<file path="src/rtl/cube_link_pkg.sv">
package cube_link_pkg;
  typedef struct packed {
    logic load;
    logic advance;
  } linkStrobe_t;
endpackage

</file>
<file path="src/rtl/cube_link_ctrl.sv">
module cube_link_ctrl #(
  parameter int NumVars = 8
) (
  input  logic                              clk,
  input  logic                              rstN,
  input  logic                              start,
  input  logic [NumVars-1:0]                diffMaskLive,
  output cube_link_pkg::linkStrobe_t        strobe,
  output logic [NumVars-1:0]                curSel,
  output logic                              busy,
  output logic                              resValid,
  output logic                              resLast
);
  localparam logic [NumVars-1:0] One = NumVars'(1);

  logic [NumVars-1:0] pending;
  logic [NumVars-1:0] rest;

  assign busy     = |pending;
  assign curSel   = pending & (~pending + One);
  assign rest     = pending & ~curSel;
  assign resValid = busy;
  assign resLast  = busy && (rest == '0);

  always_comb begin
    strobe.load    = start && !busy;
    strobe.advance = busy;
  end

  always_ff @(posedge clk or negedge rstN) begin
    if (!rstN) pending <= '0;
    else if (strobe.load) pending <= diffMaskLive;
    else if (strobe.advance) pending <= rest;
  end
endmodule

</file>
<file path="src/rtl/cube_link_dp.sv">
module cube_link_dp #(
  parameter int NumVars = 8,
  parameter int CntW    = $clog2(NumVars + 1)
) (
  input  logic                          clk,
  input  logic                          rstN,
  input  cube_link_pkg::linkStrobe_t    strobe,
  input  logic [2*NumVars-1:0]          cubeA,
  input  logic [2*NumVars-1:0]          cubeB,
  input  logic [NumVars-1:0]            curSel,
  output logic [NumVars-1:0]            diffMaskLive,
  output logic [CntW-1:0]               distance,
  output logic [CntW-1:0]               difference,
  output logic                          mergeable,
  output logic [2*NumVars-1:0]          resCube,
  output logic                          resErr
);
  localparam logic [NumVars-1:0] One = NumVars'(1);

  logic [2*NumVars-1:0] regA, regB;
  logic [CntW-1:0]      distLive, diffLive;
  logic [NumVars-1:0]   lowerMask;
  logic [1:0]           selXor;

  always_comb begin
    distLive = '0;
    diffLive = '0;
    for (int i = 0; i < NumVars; i++) begin
      diffMaskLive[i] = cubeA[2*i +: 2] != cubeB[2*i +: 2];
      diffLive = diffLive + CntW'(diffMaskLive[i]);
      distLive = distLive + CntW'((cubeA[2*i +: 2] & cubeB[2*i +: 2]) == 2'b00);
    end
  end

  always_ff @(posedge clk or negedge rstN) begin
    if (!rstN) begin
      regA       <= '0;
      regB       <= '0;
      distance   <= '0;
      difference <= '0;
    end else if (strobe.load) begin
      regA       <= cubeA;
      regB       <= cubeB;
      distance   <= distLive;
      difference <= diffLive;
    end
  end

  assign mergeable = difference <= CntW'(1);
  assign lowerMask = curSel - One;

  for (genvar g = 0; g < NumVars; g++) begin : g_field
    assign resCube[2*g +: 2] = curSel[g]    ? (regA[2*g +: 2] ^ regB[2*g +: 2]) :
                               lowerMask[g] ? regA[2*g +: 2] : regB[2*g +: 2];
  end

  always_comb begin
    selXor = 2'b00;
    for (int i = 0; i < NumVars; i++)
      if (curSel[i]) selXor = regA[2*i +: 2] ^ regB[2*i +: 2];
  end

  assign resErr = (|curSel) && (selXor == 2'b00);
endmodule

</file>
<file path="src/rtl/cube_link_engine.sv">
module cube_link_engine #(
  parameter int NumVars = 8,
  parameter int CntW    = $clog2(NumVars + 1)
) (
  input  logic                 clk,
  input  logic                 rstN,
  input  logic                 start,
  input  logic [2*NumVars-1:0] cubeA,
  input  logic [2*NumVars-1:0] cubeB,
  output logic                 busy,
  output logic [CntW-1:0]      distance,
  output logic [CntW-1:0]      difference,
  output logic                 mergeable,
  output logic                 resValid,
  output logic                 resLast,
  output logic [2*NumVars-1:0] resCube,
  output logic                 resErr
);
  cube_link_pkg::linkStrobe_t strobe;
  logic [NumVars-1:0] diffMaskLive;
  logic [NumVars-1:0] curSel;

  cube_link_ctrl #(.NumVars(NumVars)) u_ctrl (
    .clk(clk), .rstN(rstN), .start(start), .diffMaskLive(diffMaskLive),
    .strobe(strobe), .curSel(curSel), .busy(busy),
    .resValid(resValid), .resLast(resLast)
  );

  cube_link_dp #(.NumVars(NumVars), .CntW(CntW)) u_dp (
    .clk(clk), .rstN(rstN), .strobe(strobe), .cubeA(cubeA), .cubeB(cubeB),
    .curSel(curSel), .diffMaskLive(diffMaskLive), .distance(distance),
    .difference(difference), .mergeable(mergeable), .resCube(resCube),
    .resErr(resErr)
  );
endmodule

</file>
<file path="config.mk">
export PLATFORM = sky130hd
export DESIGN_NAME = cube_link_engine
export DESIGN_NICKNAME = d
export VERILOG_FILES = /design/src/rtl/cube_link_pkg.sv /design/src/rtl/cube_link_ctrl.sv /design/src/rtl/cube_link_dp.sv /design/src/rtl/cube_link_engine.sv
export SDC_FILE = /design/constraint.sdc
export NUM_CORES = 1
export LEC_CHECK = 0
export ABC_CLOCK_PERIOD_IN_PS = 2300
export BUFFER_PORTS_ARGS = -buffer_cell sky130_fd_sc_hd__buf_2
export CORE_ASPECT_RATIO = 0.75
export CORE_MARGIN = 5
export CORE_UTILIZATION = 40
export DETAILED_ROUTE_END_ITERATION = 10
export HOLD_SLACK_MARGIN = 0.02
export SLEW_MARGIN = 20
export SYNTH_ARGS = -nofsm -noshare
export SYNTH_HDL_FRONTEND = slang
export SYNTH_SLANG_ARGS = --single-unit
</file>
<file path="constraint.sdc">
create_clock -name clk -period 2.3 [get_ports clk]
set_clock_uncertainty 0.15 [all_clocks]
set_input_delay 0 -clock clk [delete_from_list [all_inputs] [get_ports clk]]
set_output_delay 0 -clock clk [all_outputs]
set_load 0.02 [all_outputs]
</file>
==> metrics.txt, run 1 <==
status finished, violations left; failing checks setup timing; Critical R2R Capture u_dp.regA[0]; CP startpoint kind input port; internal power 3.53 mW; Overflow after GRT 0; # diodes 0; met2 usage 27.4%; Iteration-0 DRC Markers 139; period utilization 117%; max_cap viols 0; max incr delay on CP 0.47 ns; drt total wl 8.11 mm; Worst R2R Setup Slack 0.20 ns; FFs w/ async S/R, synth 100%; DP Area 3890 µm²; routability cong. 0.792; met3 Use GR 4.42%; die area 10000 µm²; part of the power in the clock network 9.5%; clock buffer depth 2; Seq/Total Area, Yosys 37.0%; DRT antenna net count 0; WP data required 2.38 ns; # IOs 64; RR Startpoint u_ctrl.pending[0]; die height 88.1 µm; crit path DAT 2.77 ns; Worst setup EP type flop; Yosys cell types 37; Mapped Cells 301; FILL cells 674; CP Launch Point cubeB[0]; Tot GR Track Use 17.3%; Synth Flop Type dfrtp_1; gr busiest metal met2; CTS buffer count 5; Yosys Warn Count 0; initial core utilization 41.0%; share of cells above drive strength 1 40.3%; critical path class input port to flop; vias in the first global route 2747; Max Slew Vio Count 0; RSZ-0062 raised after global routing true; worst slew pin tran 0.619 ns; VDD IR max 0.681 mV; Critical Path, Cell by Cell buf_8 -> ha_4 -> or2_4 -> ha_4 -> fa_1 -> inv_1 -> fa_1 -> inv_1 -> fa_2 -> inv_2 -> fa_2 -> o21ai_2; CP max stage cell fa_1; std cell rows 28; clock tree root driver cell clkbuf_8; slew margin rel. 58.7%; largest net degree at the start of global routing 36; core box area 7920 µm²; initial antenna violation count 0; via count 2670; Setup WS post-layout -0.381 ns; commonest non-fill, non-tap cell in the layout buf_2; Yosys reg bits 48; die width 114 µm; met1 GRT Util 24.1%; Critical Path End u_dp.difference[1]; post-layout util 57.5%; Reg area 1200 µm²; most frequent cells in the layout buf_2 (55), dfrtp_1 (47), dlygate4sd3_1 (39); Sw Ratio 45.6%; global-route wire length before repair 13.6 mm; Post-synth EDFFs 0; WL per Instance 15.2 µm; Netlist Area Pre-Place 3250 µm²; worst path bufs/invs 4; worst min-delay path category input port to flop; min Tclk post-route 2.68 ns; WP depth 12; H-tree Lvls 2; CP delay by family, top adder cells; CTS clk-pin slew, worst paths 0.09 ns; synthesized area per cell 10.8 µm²; CTS tree built; R2R cell count 5; cell area after layout 4550 µm²; total power divided by cell area 1430 nW/µm²; P&R area growth vs syn 40.0%; Flop pwr share 27.7%; hpwl dp 5.88 mm; combinational fraction of design power 62.9%; Leak 2.15 nW; Syn Nets 366; Hold Vio Cnt, Final 0; I/O Buffers 63; clk_lat worst skew 0.31 ns; Via density 5.02; DR DRC count 0; net switching power 2.96 mW; Final Net Count 491; first-pass iteration count of the detailed router 4; Max Fclk 373 MHz; CP max FO 2; Setup violations, final 7; footprint of the multi-input gates 2050 µm²; clock sink count 48
==> tightest hold or removal path, delay by kind of cell <==
kind / cells / cell delay, ns
simple gates: 1 / 0.04
fa+ha+maj: 1 / 0.12
buf+inv: 2 / 0.19
compound gates: 1 / 0.11
==> per-layer routing <==
metal  routed length, µm  vias to the layer above
met5                   0                        -
met4                  69                        0
met3                 529                       10
met2                3590                       66
met1                3920                     1284
li1                    -                     1310
==> worst min path at each step <==
stage	cells after the start	to	slack, ns	from
after floorplan	0	u_ctrl.pending[0]	-0.45	rstN
final	5	u_ctrl.pending[1]	0.06	cubeA[3]
after global placement	1	u_dp.difference[3]	-0.11	rstN
after CTS	5	u_ctrl.pending[1]	0.05	cubeA[2]
after detailed placement	1	u_dp.difference[3]	-0.11	rstN
after global routing	5	u_ctrl.pending[1]	0.08	cubeA[3]
==> Yosys cell counts, drive strengths merged, types with 3 or more instances <==
master  instances  area [µm²]
dfrtp          48        1200
mux2           35         510
o21ai          29         145
a21oi          25         125
ha             22         275
inv            19        71.3
nor2           17        66.3
nand3          16        80.1
nand2          14        52.6
xor2           11        96.3
xnor2          10        87.6
buf             9        75.1
fa              8         160
nor3            6        68.8
clkbuf          5        18.8
or2             5        31.3
a32o            3        30.0
o22ai           3        18.8
==> sequential cells by signal, indices dropped and copies added (netlist names) <==
| name | cells |
|---|---|
| u_ctrl.pending | 8 |
| u_dp.difference | 4 |
| u_dp.distance | 4 |
| u_dp.regA | 16 |
| u_dp.regB | 16 |
==> repair_timing <==
action,in CTS,in global routing
hold buffers,39,2
setup endpoints to repair,13,11
resized for setup,24,13
pin swaps,12,8
gates cloned,0,0
endpoints found under the hold margin,60,2
setup buffers,1,1
==> logic make-up (layout without fill, tap and decap cells) <==
| family | count (synthesis) | in the layout | share of synthesized area [%] |
|---|---|---|---|
| xor+xnor | 21 | 21 | 5.66 |
| compound gates | 67 | 67 | 11.6 |
| fa+ha+maj | 30 | 30 | 13.4 |
| buf+inv | 33 | 159 | 5.08 |
| simple gates | 67 | 67 | 11.6 |
| flops | 48 | 48 | 37.0 |
| mux | 35 | 35 | 15.7 |
==> through the flow <==
step | total power, mW | instances | worst slack [ns] | hold WS, ns | TNS [ns]
global route | 7.00 | 532 | -0.443 | 0.0778 | -2.27
floorplan | 4.68 | 301 | -0.525 | -0.446 | -2.68
global placement | 5.63 | 483 | -0.734 | -0.109 | -4.80
detailed placement | 5.72 | 483 | -0.766 | -0.110 | -4.96
finish | 6.49 | 532 | -0.381 | 0.0564 | -1.67
CTS | 6.47 | 531 | -0.372 | 0.0546 | -2.04
==> area by class of cell <==
class / count / share of cell area, %
Clock buffer: 6 / 1.59
Timing Repair Buffer: 132 / 21.7
Tap cell: 105 / 2.89
Sequential cell: 48 / 26.4
Inverter: 19 / 1.62
Clock inverter: 2 / 0.770
Multi-Input combinational cell: 220 / 45.0
==> power groups by stage <==
stage	registers, mW	clock network, mW	logic (mW)
final	1.80	0.614	4.08
after floorplan	1.72	0	2.96
after CTS	1.78	0.633	4.06
after global placement	1.77	0	3.86
after detailed placement	1.79	0	3.93
after global routing	1.86	0.662	4.47
Note: power is estimated with default switching activity, not from simulation.
==> inputs of run 2 (changes only) <==
--- a/config.mk
+++ b/config.mk
@@ -11,6 +11,7 @@
 export CORE_MARGIN = 5
 export CORE_UTILIZATION = 40
 export DETAILED_ROUTE_END_ITERATION = 10
+export GPL_TIMING_DRIVEN = 0
 export HOLD_SLACK_MARGIN = 0.02
 export SLEW_MARGIN = 20
 export SYNTH_ARGS = -nofsm -noshare
==> constraint.sdc (replaced) <==
create_clock -name clk -period 2.3 [get_ports clk]
set_clock_uncertainty 0.15 [all_clocks]
set_input_delay 0 -clock clk [delete_from_list [all_inputs] [get_ports clk]]
set_output_delay 0 -clock clk [all_outputs]
set_load 0.1 [all_outputs]
==> run 2 against run 1 <==
Compared with the run above:
- the run still ends with setup timing left
- first-iteration DRC count fell by 17%
- final area rose by 3.6%
- die area did not move
- non-clock buffer count did not move
- critical path type unchanged
- largest cell class unchanged
==> metrics.txt, run 2 (synthesized netlist as in run 1, its figures left out) <==
status finished, violations left; failing checks setup timing; max incr delay on CP 0.49 ns; worst slew pin tran 0.634 ns; Worst setup EP type flop; share of cells above drive strength 1 41.7%; non-filler cells, final 532; vias in the first global route 2747; min Tclk post-route 2.69 ns; WP depth 12; CP max FO 2; # IOs 64; top flop regs u_dp.regA: 16 flops, u_dp.regB: 16 flops, u_ctrl.pending: 8 flops; initial core utilization 41.0%; P&R area growth vs syn 45.1%; drt total wl 8.42 mm; WP data required 2.39 ns; R2R cell count 7; core box area 7920 µm²; Iteration-0 DRC Markers 115; pre-CTS setup slack -0.841 ns; CTS clk-pin slew, worst paths 0.09 ns; slew margin rel. 57.8%; DR DRC count 0; WL per Instance 15.8 µm; clock buffer depth 2; number of cells on the worst hold path 4; Setup violations, final 6; clk_lat worst skew 0.31 ns; Via density 5.04; worst min-delay path category input port to flop; Final Hold Slack 0.00832 ns; Tot GR Track Use 17.4%; critical path class input port to flop; largest net degree at the start of global routing 49; CTS buffer count 5; die area 10000 µm²; via count 2683; CTS tree built; Max Slew Vio Count 0; # diodes 0; die width 114 µm; first-pass iteration count of the detailed router 4; setup TNS -1.71 ns; footprint of the multi-input gates 2120 µm²; DP Cell Count 469; hpwl dp 5.88 mm; std cell rows 28; die height 88.1 µm; Final Net Count 491; Setup WS post-layout -0.392 ns; worst path bufs/invs 4; max_cap viols 0; CP delay by family, top adder cells; I/O Buffers 63; most frequent cells in the layout buf_2 (48), dfrtp_1 (46), dlygate4sd3_1 (41); clock sink count 48; global-route wire length before repair 13.7 mm; routability cong. 0.750; initial antenna violation count 0; CP max stage cell fa_1; Max Fclk 372 MHz; CP startpoint kind input port; crit path DAT 2.78 ns; Critical Path, Cell by Cell buf_8 -> ha_4 -> or2_4 -> ha_4 -> fa_1 -> inv_2 -> fa_1 -> inv_1 -> fa_2 -> inv_2 -> fa_2 -> o21ai_1; DRT antenna net count 0; Reg area 1200 µm²; commonest non-fill, non-tap cell in the layout buf_2; Hold Vio Cnt, Final 0; Overflow after GRT 0; H-tree Lvls 2; clock tree root driver cell clkbuf_8; FILL cells 680; period utilization 117%; RSZ-0062 raised after global routing true
run 2: cell count changes in the layout (fill, tap and decap cells not counted), moves of 6 or more:
cell | before | now
a21oi_1 | 25 | 13
a21oi_2 | 0 | 6
a21oi_4 | 0 | 6
buf_2 | 55 | 48
buf_4 | 29 | 14
buf_6 | 8 | 17
run 2: final timing paths:
| path | startpoint | end | slack, ns |
|---|---|---|---|
| hold reg to reg | u_dp.distance[3] | u_dp.distance[3] | 0.35 |
| hold / removal | cubeB[0] | u_ctrl.pending[0] | 0.008 |
| min in group asynchronous | rstN | u_dp.regB[12] | 0.11 |
| setup reg to reg | u_ctrl.pending[0] | u_ctrl.pending[7] | 0.17 |
| max in group asynchronous | rstN | u_ctrl.pending[2] | 1.43 |
| setup / recovery | cubeA[0] | u_dp.difference[1] | -0.39 |
run 2: final cells by class:
| class | instances | share of cell area [%] |
|---|---|---|
| Inverter | 19 | 1.51 |
| Clock buffer | 8 | 1.91 |
| Buffer | 12 | 1.78 |
| Sequential cell | 48 | 25.5 |
| Tap cell | 105 | 2.79 |
| Multi-Input combinational cell | 220 | 45.0 |
| Timing Repair Buffer | 120 | 21.5 |
run 2: what timing repair did:
| item | 4_1_cts | 5_1_grt |
|---|---|---|
| cloned | 0 | 0 |
| gates resized for setup | 55 | 19 |
| pin swaps | 17 | 5 |
| hold endpoints to repair | 86 | 2 |
| endpoints found under the setup margin | 20 | 19 |
| setup buffers | 14 | 2 |
| hold buffers | 39 | 2 |
run 2: metal layers:
metal | routed length (µm) | GRT usage, %
met2 | 3850 | 28.1
met4 | 67 | 3.78
met1 | 4070 | 24.1
met5 | 0 | 0
met3 | 433 | 4.07
run 2: worst min-delay path, delay by kind of cell:
family	cells	cell delay (ns)
and+or+nand+nor	2	0.24
buffers and inverters	1	0.07
adders and majority gates	1	0.11
run 2: stage by stage:
step	area [µm²]	util (%)
floorplan	3420	-
global placement	3870	48.8
detailed placement	3870	48.9
CTS	4640	58.6
global route	4710	59.5
finish	4710	59.5
Power of run 2 is left out: the tool's default activity adds up to more than one toggle a clock period on the data nets, which glitch-free logic cannot reach.
